<file path="src/rtl/cfg_loader_pkg.sv">
package cfg_loader_pkg;
   // Slot numbers decoded from the low bits of a word
   localparam int SLOT_MAIN  = 0;
   localparam int SLOT_FLO   = 1;
   localparam int SLOT_REF   = 2;
   // Common start of payload above the slot field
   localparam int PAYLOAD_LSB = 3;
   // Reference-slot layout anchors
   localparam int REF_DIV_LSB = 15;
   localparam int REF_GAP     = 2;

   typedef enum logic [1:0] {
      BUF_DOUBLE = 2'd0,
      BUF_DIRECT = 2'd1
   } buf_mode_e;
endpackage

</file>
<file path="src/rtl/cfg_edge_sync.sv">
module cfg_edge_sync #(
   parameter int STAGES = 2
) (
   input  logic clk,
   input  logic rst_n,
   input  logic async_in,
   output logic level,
   output logic rise
);
   localparam int LAST = STAGES - 1;

   logic [LAST:0] chain;
   logic          level_d;

   generate
      if (STAGES < 2) begin : g_bad_depth
         $error("cfg_edge_sync: STAGES must be at least 2");
      end
   endgenerate

   genvar gi;
   generate
      for (gi = 0; gi < STAGES; gi++) begin : g_stage
         if (gi == 0) begin : g_first
            always_ff @(posedge clk or negedge rst_n) begin
               if (!rst_n) chain[gi] <= 1'b0;
               else        chain[gi] <= async_in;
            end
         end else begin : g_next
            always_ff @(posedge clk or negedge rst_n) begin
               if (!rst_n) chain[gi] <= 1'b0;
               else        chain[gi] <= chain[gi-1];
            end
         end
      end
   endgenerate

   always_ff @(posedge clk or negedge rst_n) begin
      if (!rst_n) level_d <= 1'b0;
      else        level_d <= chain[LAST];
   end

   assign level = chain[LAST];
   assign rise  = chain[LAST] & ~level_d;
endmodule

</file>
<file path="src/rtl/cfg_shift_in.sv">
module cfg_shift_in #(
   parameter int WORD_W = 32
) (
   input  logic              clk,
   input  logic              rst_n,
   input  logic              shift_en,
   input  logic              bit_in,
   output logic [WORD_W-1:0] word
);
   generate
      if (WORD_W < 8) begin : g_bad_width
         $error("cfg_shift_in: WORD_W too small");
      end
   endgenerate

   always_ff @(posedge clk or negedge rst_n) begin
      if (!rst_n)        word <= '0;
      else if (shift_en) word <= {word[WORD_W-2:0], bit_in};
   end

   // newest bit lands at bit 0, older bits move up, oldest falls out
   p_shift_msb_first_r2: assert property (@(posedge clk) disable iff (!rst_n)
      shift_en |=> (word[0] == $past(bit_in)) &&
                   (word[WORD_W-1:1] == $past(word[WORD_W-2:0])));
   p_hold_idle_r8: assert property (@(posedge clk) disable iff (!rst_n)
      !shift_en |=> $stable(word));
endmodule

</file>
<file path="src/rtl/cfg_reg_bank.sv">
module cfg_reg_bank
   import cfg_loader_pkg::*;
#(
   parameter int        WORD_W    = 32,
   parameter int        SLOT_W    = 3,
   parameter int        REF_W     = 5,
   parameter int        INT_W     = 12,
   parameter int        FRAC_HI_W = 12,
   parameter int        FRAC_LO_W = 13,
   parameter int        CUR_W     = 4,
   parameter buf_mode_e BUF_MODE  = BUF_DOUBLE
) (
   input  logic                          clk,
   input  logic                          rst_n,
   input  logic                          wr_en,
   input  logic [WORD_W-1:0]             wr_word,
   output logic [REF_W-1:0]              ref_div,
   output logic                          ref_half,
   output logic                          ref_dbl,
   output logic [CUR_W-1:0]              cp_cur,
   output logic [INT_W-1:0]              int_div,
   output logic [FRAC_HI_W+FRAC_LO_W-1:0] frac,
   output logic                          upd_stb
);
   localparam int FHI_LSB  = PAYLOAD_LSB;
   localparam int INT_LSB  = FHI_LSB + FRAC_HI_W;
   localparam int FLO_LSB  = PAYLOAD_LSB;
   localparam int HALF_BIT = REF_DIV_LSB + REF_W;
   localparam int DBL_BIT  = HALF_BIT + 1;
   localparam int CUR_LSB  = DBL_BIT + 1 + REF_GAP;

   generate
      if (INT_LSB + INT_W > WORD_W) begin : g_bad_main
         $error("cfg_reg_bank: main slot fields exceed word");
      end
      if (CUR_LSB + CUR_W > WORD_W) begin : g_bad_ref
         $error("cfg_reg_bank: reference slot fields exceed word");
      end
      if (FLO_LSB + FRAC_LO_W > WORD_W) begin : g_bad_flo
         $error("cfg_reg_bank: low fraction exceeds word");
      end
   endgenerate

   logic [SLOT_W-1:0] slot;
   logic              hit_main, hit_flo, hit_ref;
   logic              unused_word;

   assign slot     = wr_word[SLOT_W-1:0];
   assign hit_main = wr_en && (slot == SLOT_W'(SLOT_MAIN));
   assign hit_flo  = wr_en && (slot == SLOT_W'(SLOT_FLO));
   assign hit_ref  = wr_en && (slot == SLOT_W'(SLOT_REF));
   assign unused_word = ^wr_word;

   // Fields decoded from the incoming word
   logic [INT_W-1:0]     in_int;
   logic [FRAC_HI_W-1:0] in_fhi;
   logic [FRAC_LO_W-1:0] in_flo;
   logic [REF_W-1:0]     in_ref;
   logic                 in_half, in_dbl;
   logic [CUR_W-1:0]     in_cur;

   assign in_int  = wr_word[INT_LSB +: INT_W];
   assign in_fhi  = wr_word[FHI_LSB +: FRAC_HI_W];
   assign in_flo  = wr_word[FLO_LSB +: FRAC_LO_W];
   assign in_ref  = wr_word[REF_DIV_LSB +: REF_W];
   assign in_half = wr_word[HALF_BIT];
   assign in_dbl  = wr_word[DBL_BIT];
   assign in_cur  = wr_word[CUR_LSB +: CUR_W];

   // Main-slot fields are always single buffered
   logic [INT_W-1:0]     act_int;
   logic [FRAC_HI_W-1:0] act_fhi;

   always_ff @(posedge clk or negedge rst_n) begin
      if (!rst_n) begin
         act_int <= '0;
         act_fhi <= '0;
      end else if (hit_main) begin
         act_int <= in_int;
         act_fhi <= in_fhi;
      end
   end

   logic [FRAC_LO_W-1:0] act_flo;
   logic [REF_W-1:0]     act_ref;
   logic                 act_half, act_dbl;
   logic [CUR_W-1:0]     act_cur;

   generate
      if (BUF_MODE == BUF_DOUBLE) begin : g_double
         logic [FRAC_LO_W-1:0] stg_flo;
         logic [REF_W-1:0]     stg_ref;
         logic                 stg_half, stg_dbl;
         logic [CUR_W-1:0]     stg_cur;

         always_ff @(posedge clk or negedge rst_n) begin
            if (!rst_n) begin
               stg_flo <= '0;
            end else if (hit_flo) begin
               stg_flo <= in_flo;
            end
         end

         always_ff @(posedge clk or negedge rst_n) begin
            if (!rst_n) begin
               stg_ref  <= '0;
               stg_half <= 1'b0;
               stg_dbl  <= 1'b0;
               stg_cur  <= '0;
            end else if (hit_ref) begin
               stg_ref  <= in_ref;
               stg_half <= in_half;
               stg_dbl  <= in_dbl;
               stg_cur  <= in_cur;
            end
         end

         always_ff @(posedge clk or negedge rst_n) begin
            if (!rst_n) begin
               act_flo  <= '0;
               act_ref  <= '0;
               act_half <= 1'b0;
               act_dbl  <= 1'b0;
               act_cur  <= '0;
            end else if (hit_main) begin
               act_flo  <= stg_flo;
               act_ref  <= stg_ref;
               act_half <= stg_half;
               act_dbl  <= stg_dbl;
               act_cur  <= stg_cur;
            end
         end

         always_ff @(posedge clk or negedge rst_n) begin
            if (!rst_n) upd_stb <= 1'b0;
            else        upd_stb <= hit_main;
         end

         // low fraction moves only together with a commit strobe
         p_flo_only_on_commit_r4: assert property (@(posedge clk) disable iff (!rst_n)
            !$stable(act_flo) |-> upd_stb);
         // reference settings move only together with a commit strobe
         p_ref_only_on_commit_r5: assert property (@(posedge clk) disable iff (!rst_n)
            !$stable({act_ref, act_half, act_dbl, act_cur}) |-> upd_stb);
         // a commit copies whatever the staging copy held
         p_commit_copies_stage_r9: assert property (@(posedge clk) disable iff (!rst_n)
            upd_stb |-> (act_flo == $past(stg_flo)) &&
                        ({act_ref, act_half, act_dbl, act_cur} ==
                         $past({stg_ref, stg_half, stg_dbl, stg_cur})));
      end else begin : g_direct
         always_ff @(posedge clk or negedge rst_n) begin
            if (!rst_n) begin
               act_flo <= '0;
            end else if (hit_flo) begin
               act_flo <= in_flo;
            end
         end

         always_ff @(posedge clk or negedge rst_n) begin
            if (!rst_n) begin
               act_ref  <= '0;
               act_half <= 1'b0;
               act_dbl  <= 1'b0;
               act_cur  <= '0;
            end else if (hit_ref) begin
               act_ref  <= in_ref;
               act_half <= in_half;
               act_dbl  <= in_dbl;
               act_cur  <= in_cur;
            end
         end

         always_ff @(posedge clk or negedge rst_n) begin
            if (!rst_n) upd_stb <= 1'b0;
            else        upd_stb <= hit_main | hit_flo | hit_ref;
         end
      end
   endgenerate

   assign ref_div  = act_ref;
   assign ref_half = act_half;
   assign ref_dbl  = act_dbl;
   assign cp_cur   = act_cur;
   assign int_div  = act_int;
   assign frac     = {act_fhi, act_flo};

   // the strobe lasts a single cycle
   p_strobe_single_r6: assert property (@(posedge clk) disable iff (!rst_n)
      upd_stb |=> !upd_stb);
   // main fields change only in a strobe cycle
   p_main_only_on_strobe_r3: assert property (@(posedge clk) disable iff (!rst_n)
      !$stable({act_int, act_fhi}) |-> upd_stb);
   // a load to a slot above 2 leaves every output unchanged
   p_high_slot_no_effect_r7: assert property (@(posedge clk) disable iff (!rst_n)
      (wr_en && slot > SLOT_W'(SLOT_REF)) |=>
         $stable({ref_div, ref_half, ref_dbl, cp_cur, int_div, frac}) && !upd_stb);
endmodule

</file>
<file path="src/rtl/cfg_serial_loader.sv">
module cfg_serial_loader
   import cfg_loader_pkg::*;
#(
   parameter int        WORD_W      = 32,
   parameter int        SLOT_W      = 3,
   parameter int        SYNC_STAGES = 2,
   parameter int        REF_W       = 5,
   parameter int        INT_W       = 12,
   parameter int        FRAC_HI_W   = 12,
   parameter int        FRAC_LO_W   = 13,
   parameter int        CUR_W       = 4,
   parameter buf_mode_e BUF_MODE    = BUF_DOUBLE
) (
   input  logic                  clk,
   input  logic                  rst_n,
   input  logic                  ser_clk,
   input  logic                  ser_dat,
   input  logic                  ser_le,
   output logic [4:0]            ref_div,
   output logic                  ref_half,
   output logic                  ref_dbl,
   output logic [3:0]            cp_cur,
   output logic [11:0]           int_div,
   output logic [24:0]           frac,
   output logic                  upd_stb
);
   localparam int FRAC_W = FRAC_HI_W + FRAC_LO_W;

   generate
      if (REF_W != 5 || INT_W != 12 || FRAC_W != 25 || CUR_W != 4) begin : g_bad_ports
         $error("cfg_serial_loader: field widths must match the port widths");
      end
      if (SLOT_W != 3) begin : g_bad_slot
         $error("cfg_serial_loader: eight slots need a 3-bit selector");
      end
   endgenerate

   logic sclk_lvl, sclk_rise;
   logic dat_lvl,  dat_rise;
   logic le_lvl,   le_rise;
   logic [WORD_W-1:0] shift_word;

   cfg_edge_sync #(.STAGES(SYNC_STAGES)) u_sync_clk (
      .clk(clk), .rst_n(rst_n), .async_in(ser_clk), .level(sclk_lvl), .rise(sclk_rise));
   cfg_edge_sync #(.STAGES(SYNC_STAGES)) u_sync_dat (
      .clk(clk), .rst_n(rst_n), .async_in(ser_dat), .level(dat_lvl), .rise(dat_rise));
   cfg_edge_sync #(.STAGES(SYNC_STAGES)) u_sync_le (
      .clk(clk), .rst_n(rst_n), .async_in(ser_le), .level(le_lvl), .rise(le_rise));

   logic unused_levels;
   assign unused_levels = sclk_lvl ^ dat_rise ^ le_lvl;

   cfg_shift_in #(.WORD_W(WORD_W)) u_shift (
      .clk(clk), .rst_n(rst_n), .shift_en(sclk_rise), .bit_in(dat_lvl), .word(shift_word));

   cfg_reg_bank #(
      .WORD_W(WORD_W), .SLOT_W(SLOT_W), .REF_W(REF_W), .INT_W(INT_W),
      .FRAC_HI_W(FRAC_HI_W), .FRAC_LO_W(FRAC_LO_W), .CUR_W(CUR_W), .BUF_MODE(BUF_MODE)
   ) u_bank (
      .clk(clk), .rst_n(rst_n), .wr_en(le_rise), .wr_word(shift_word),
      .ref_div(ref_div), .ref_half(ref_half), .ref_dbl(ref_dbl), .cp_cur(cp_cur),
      .int_div(int_div), .frac(frac), .upd_stb(upd_stb));

   // a strobe is always preceded by a load event
   p_strobe_from_load_r6: assert property (@(posedge clk) disable iff (!rst_n)
      upd_stb |-> $past(le_rise));
   // shifting and loading never coincide at the assumed serial rate
   p_no_shift_on_load_r2: assert property (@(posedge clk) disable iff (!rst_n)
      $onehot0({sclk_rise, le_rise}));
endmodule

</file>
<file path="config.mk">
export PLATFORM = sky130hd
export DESIGN_NAME = cfg_serial_loader
export DESIGN_NICKNAME = d
export VERILOG_FILES = /design/src/rtl/cfg_loader_pkg.sv /design/src/rtl/cfg_edge_sync.sv /design/src/rtl/cfg_shift_in.sv /design/src/rtl/cfg_reg_bank.sv /design/src/rtl/cfg_serial_loader.sv
export SDC_FILE = /design/constraint.sdc
export NUM_CORES = 1
export LEC_CHECK = 0
export ABC_AREA = 0
export CAP_MARGIN = 40
export CORE_ASPECT_RATIO = 1.75
export CORE_UTILIZATION = 53
export CTS_CLUSTER_DIAMETER = 120
export CTS_CLUSTER_SIZE = 20
export DETAILED_ROUTE_END_ITERATION = 7
export PLACE_DENSITY = 0.77
export SLEW_MARGIN = 25
export SYNTH_ARGS = -nofsm -noshare
export SYNTH_HDL_FRONTEND = slang
export SYNTH_SLANG_ARGS = --single-unit
</file>
<file path="constraint.sdc">
create_clock -name clk -period 4.87 [get_ports clk]
set_input_delay 0.974 -clock clk [delete_from_list [all_inputs] [get_ports clk]]
set_output_delay 0.974 -clock clk [all_outputs]
set_load 0.005 [all_outputs]
</file>
==> results.toml, run 1 <==
[detailed_routing]
vias_per_cell = 5.333
drtIter0Drc = 94
wirelength_mm = 5.865
first_pass_iters = 4
route.detailed.drc = 0
vias = 1984
routedWlPerCell_microns = 15.77
postRouteAntennaNets = 0

[pwr]
switching_share = 0.2273
p_leak_nw = 2.398
clkPwrFrac = 0.300
peakVddDrop_v = 0.0002693
p_per_area_nw_per_um2 = 444.4
power.internal_mw = 1.689
pwr-share-comb = 0.163
pwr-share-seq = 0.537
switchingPower_mw = 0.4968

[setup_path]
worstPathBufferInverterCount = 1
slowest_delay_ns = 0.51
cp_max_fo = 2
endpoint_kind = "primary output"
crit_slowest_cell = "clkdlybuf4s50_1"
crit_arrival_ns = 1.21
critPathTopFamily = "buffers and inverters"
cp_data_required_time_ns = 3.90
cp-start-kind = "register"
crit_chain = "clkdlybuf4s50_1"
crit_type = "reg -> out"

[timing]
drv_slew = 0
worst_pin_slew_ns = 0.6337
fin_crit_ns = 2.188
hold_viol_final = 0
finalClockSkew_ns = 0.003154
grt_setup_unrepaired = "no"
max_freq_mhz = 457.1
final-setup-viol-count = 0
timing.final.crit_share = 0.4492
tns_ns = 0
slew_headroom = 0.5756

[layout]
synthToLayoutAreaGrowth_pct = 22.46
drive_gt1_frac = 0.3706
multi_input_area_sq_um = 1231
final_cell_mix = "109 x dfrtp_1, 73 x mux2_2, 52 x clkdlybuf4s50_1"
final_common_cell = "dfrtp_1"
design_area_sq_um = 4918
nNetsFinal = 288
diodes = 0
nFillCells = 535
ff_latch_area_sq_um = 2728

[clock_network]
path_clk_slew_ns = 0.06
cts_tree = "yes"
ctsResizeCount = 0
cts_buffers = 9
insertion_delay_ns = 0.34
clock-root-buffer = "clkbuf_16"
clock_sinks = 109
cts_hold_buf = 0
cts_setup_buffers = 0
ctsLongestPathBuffers = 2
ctsHtreeMaxLevel = 3

[place]
dpl_cell_area_sq_um = 4652
place_congestion = 0.6750
portBuffers = 53
dpl.hpwl_mm = 3.933

[yosys]
ys_seq_elements = 109
ys.warnings.count = 0
synth_cell_types = 13
synth_area_sq_um = 4016
synth_nets = 230
syn_avg_cell_area_sq_um = 17.85
synth_cells = 225
ys_seq_area_frac = 0.6791

[worst_hold_path]
hold_class = "reg -> reg"

[grt]
grt_busiest_layer = "met2"
grt_util_all_layers = 0.1732
overflow = 0
grt_pass1_wl_mm = 9.887
grtUsageMet2 = 0.2673
use_met1 = 0.2229
grt_max_degree = 51
antenna_found_initial = 0
grt_pass1_vias = 2057
grtUsageMet3 = 0.03488

[die]
core_area_sq_um = 7284
fp-row-count = 41
die_h_microns = 117.2
ios = 54
start_util = 0.5514
die_w_microns = 67.81
die-area_sq_um = 7944

[job]
cap_violations = 0

[run_status]
status = "completed"
==> power groups by stage <==
stage / Clock [mW] / Sequential (mW) / Combinational [mW]
final: 0.656 / 1.17 / 0.357
after CTS: 0.674 / 1.18 / 0.365
after floorplan: 0 / 1.17 / 0.193
after global routing: 0.707 / 1.20 / 0.392
after global placement: 0 / 1.19 / 0.348
after detailed placement: 0 / 1.19 / 0.363
==> area by class of cell <==
type	count	share of cell area
clock buffers	12	0.05215
clock inverters	2	0.002035
multi-input cells	105	0.2503
flip-flops and latches	109	0.5546
well taps	86	0.02188
repair buffers	58	0.1191
==> cells in the mapped netlist <==
master / count / share of area
nor4_2: 1 / 0.0031
mux2_1: 17 / 0.048
or4b_4: 1 / 0.0034
clkbuf_1: 1 / 0.00093
buf_6: 2 / 0.0056
buf_2: 7 / 0.0087
dfrtp_1: 109 / 0.68
nand2b_4: 1 / 0.0034
nor2b_1: 1 / 0.0016
or4b_1: 1 / 0.0025
mux2_4: 10 / 0.037
mux2_2: 73 / 0.20
buf_4: 1 / 0.0019
==> routing by layer <==
| metal | routed length [microns] | share of wire |
|---|---|---|
| met1 | 2601 | 0.44 |
| met2 | 2893 | 0.49 |
| met3 | 216 | 0.037 |
| met4 | 153 | 0.026 |
| met5 | 0 | 0 |
==> kinds of logic after synthesis <==
logic type	synth area share
buf+inv	0.01713
flops	0.6791
mux	0.2897
simple gates	0.01402
==> final timing paths <==
kind / startpoint / end / slack [ns] / depth (start not counted)
max reg2reg: u_sync_le.level_d / u_bank.g_double.stg_dbl / 3.06 / 3
min in group asynchronous: rst_n / u_bank.g_double.stg_flo[1] / 0.56 / 1
max: u_bank.int_div[11] / int_div[11] / 2.68 / 1
min reg2reg: u_sync_dat.chain[0] / u_sync_dat.level / 0.35 / 0
max in group asynchronous: rst_n / u_bank.ref_div[2] / 3.31 / 3
min: u_sync_dat.chain[0] / u_sync_dat.level / 0.35 / 0
==> flip-flops by register name (all words and copies together), names as in the netlist <==
name	count
u_bank.g_double.stg_dbl	1
u_sync_le.level	1
u_sync_dat.level	1
u_bank.ref_dbl	1
u_bank.upd_stb	1
u_bank.int_div	12
u_shift.word	28
u_sync_le.chain	1
u_bank.ref_div	5
u_bank.g_double.stg_cur	4
u_sync_le.level_d	1
u_sync_clk.level_d	1
u_bank.g_double.stg_half	1
u_bank.ref_half	1
u_sync_dat.chain	1
u_bank.g_double.stg_flo	13
u_bank.act_flo	13
u_bank.act_fhi	12
u_sync_clk.level	1
u_bank.g_double.stg_ref	5
u_bank.cp_cur	4
u_sync_clk.chain	1
==> stage by stage <==
step	hold slack, ns	power, mW	setup slack, ns	std cells	util
after global routing	0.3606	2.296	2.637	372	0.6752
after detailed placement	0.3364	1.557	2.871	358	0.6386
after CTS	0.3509	2.215	2.652	372	0.6752
final	0.3480	2.186	2.682	372	0.6752
after floorplan	0.3312	1.360	3.235	225	-
after global placement	0.3360	1.536	2.725	357	0.6348
Power figures use the tool's default switching activity.
==> run 2: changes to the inputs <==
CORE_UTILIZATION = 49   (was 53)
PLACE_DENSITY = 0.75   (was 0.77)
clock period = 1.9 ns   (was 4.87 ns; I/O delays follow)
==> run 2 against run 1 <==
- combinational power grew to 2.6 times the previous value
- core utilization shrank 4.7 points
- clock-buffer cell count is the same
- sequential power grew to 2.6 times the previous value
==> results.toml, run 2 (synthesis results as in run 1) <==
[setup_path]
cp_data_required_time_ns = 2.11
crit_type = "reg -> reg"
reg2reg_depth = 3
cp-start-kind = "register"
crit_arrival_ns = 2.01
rrSetupSlack_ns = 0.11
rr_startpoint = "u_sync_le.level_d"
cp_max_fo = 11
endpoint_kind = "register"
r2r_end = "u_bank.g_double.stg_half"

[timing]
drv_slew = 0
hold_viol_final = 0
max_freq_mhz = 558.5
finalClockSkew_ns = 0.006374
grt_setup_unrepaired = "no"
timing.final.crit_share = 0.9424
worst_pin_slew_ns = 0.5005
final-setup-viol-count = 0
fin_crit_ns = 1.791
tns_ns = 0
slew_headroom = 0.6663
hold_slack_ns = 0.3522

[layout]
nNetsFinal = 291
synthToLayoutAreaGrowth_pct = 23.71
drive_gt1_frac = 0.3702
diodes = 0
top_regs = "u_shift.word: 28 flops, u_bank.act_flo: 13 flops, u_bank.g_double.stg_flo: 13 flops"
regMostFlops = "u_shift.word"
nFillCells = 603
ff_latch_area_sq_um = 2728
largest_reg_flops = 28
multi_input_area_sq_um = 1231
design_area_sq_um = 4969
final_common_cell = "dfrtp_1"
final_cell_mix = "109 x dfrtp_1, 73 x mux2_2, 52 x clkdlybuf4s50_1"

[detailed_routing]
drtIter0Drc = 91
first_pass_iters = 3
postRouteAntennaNets = 0
vias = 2031
vias_per_cell = 5.359
route.detailed.drc = 0
routedWlPerCell_microns = 16.26
wl_met1_mm = 2.552
wirelength_mm = 6.164
wl_met2_mm = 3.199
wl_met3_microns = 202
top_layer = "met4"

[grt]
grt_pass1_wl_mm = 10.61
grt_max_degree = 52
overflow = 0
antenna_found_initial = 0
grt_util_all_layers = 0.1640
grt_pass1_vias = 2170

[clock_network]
cts_setup_buffers = 0
ctsLongestPathBuffers = 2
clock_sinks = 109
cts_buffers = 9
ctsHtreeMaxLevel = 3
cts_tree = "yes"
clock-root-buffer = "clkbuf_16"
insertion_delay_ns = 0.34
path_clk_slew_ns = 0.06

[die]
die-area_sq_um = 8577
fp-row-count = 43
core_area_sq_um = 7909
ios = 54
die_w_microns = 70.44
start_util = 0.5078
die_h_microns = 121.8

[worst_hold_path]
min_delay_path_depth = 0
hp-start = "u_sync_dat.chain[0]"
hold_class = "reg -> reg"
holdPathEnd = "u_sync_dat.level"

[job]
cap_violations = 0

[pwr]
peakVddDrop_v = 0.0008793
p_leak_nw = 2.416
p_per_area_nw_per_um2 = 1154

[place]
portBuffers = 53
place_congestion = 0.7255
dpl_cell_area_sq_um = 4677
dpl.hpwl_mm = 4.104

[run_status]
status = "completed"
-- run 2: layer usage --
metal	GRT usage	vias to the layer above
met5	0	-
met4	0.1100	0
met3	0.03060	13
met2	0.2655	42
met1	0.1985	1064
li1	-	912
-- run 2: final cells by class --
cell class	instances	share of cell area
well taps	90	0.02266
repair buffers	61	0.1239
clock buffers	12	0.04961
flip-flops and latches	109	0.5490
clock inverters	2	0.007051
multi-input cells	105	0.2478
-- run 2: where the power goes --
part	switching, mW	internal (mW)
clock	0.742	1.04
sequential	0.296	2.73
combinational	0.259	0.660
-- run 2: worst max-delay path by stage --
stage	from	endpoint	slack (ns)
2_1_floorplan	u_sync_le.level_d	u_bank.g_double.stg_flo[10]	0.26
3_3_place_gp	u_sync_le.level_d	u_bank.g_double.stg_ref[1]	0.14
3_5_place_dp	u_sync_le.level_d	u_bank.g_double.stg_half	0.10
4_1_cts	u_sync_le.level_d	u_bank.g_double.stg_half	0.09
5_1_grt	u_sync_le.level_d	u_bank.g_double.stg_half	0.03
6_report	u_sync_le.level_d	u_bank.g_double.stg_half	0.11
-- run 2: critical path, cell delays in order, from the launching register on --
cell and delay (ns):
dfrtp_1 0.36, nand2b_4 0.15, or4b_1 0.74, mux2_1 0.42
-- run 2: metrics by stage --
step | util | instances | worst slack [ns] | power [mW]
2_1_floorplan | - | 225 | 0.2648 | 3.487
3_3_place_gp | 0.5914 | 364 | 0.1411 | 3.955
3_5_place_dp | 0.5914 | 364 | 0.1014 | 4.016
4_1_cts | 0.6282 | 379 | 0.08666 | 5.807
5_1_grt | 0.6282 | 379 | 0.03162 | 5.998
6_report | 0.6282 | 379 | 0.1094 | 5.732
-- run 2: what timing repair did --
item / in CTS / in global routing
hold buffers: 1 / 0
gates resized for setup: 0 / 0
hold endpoints to repair: 23 / 0
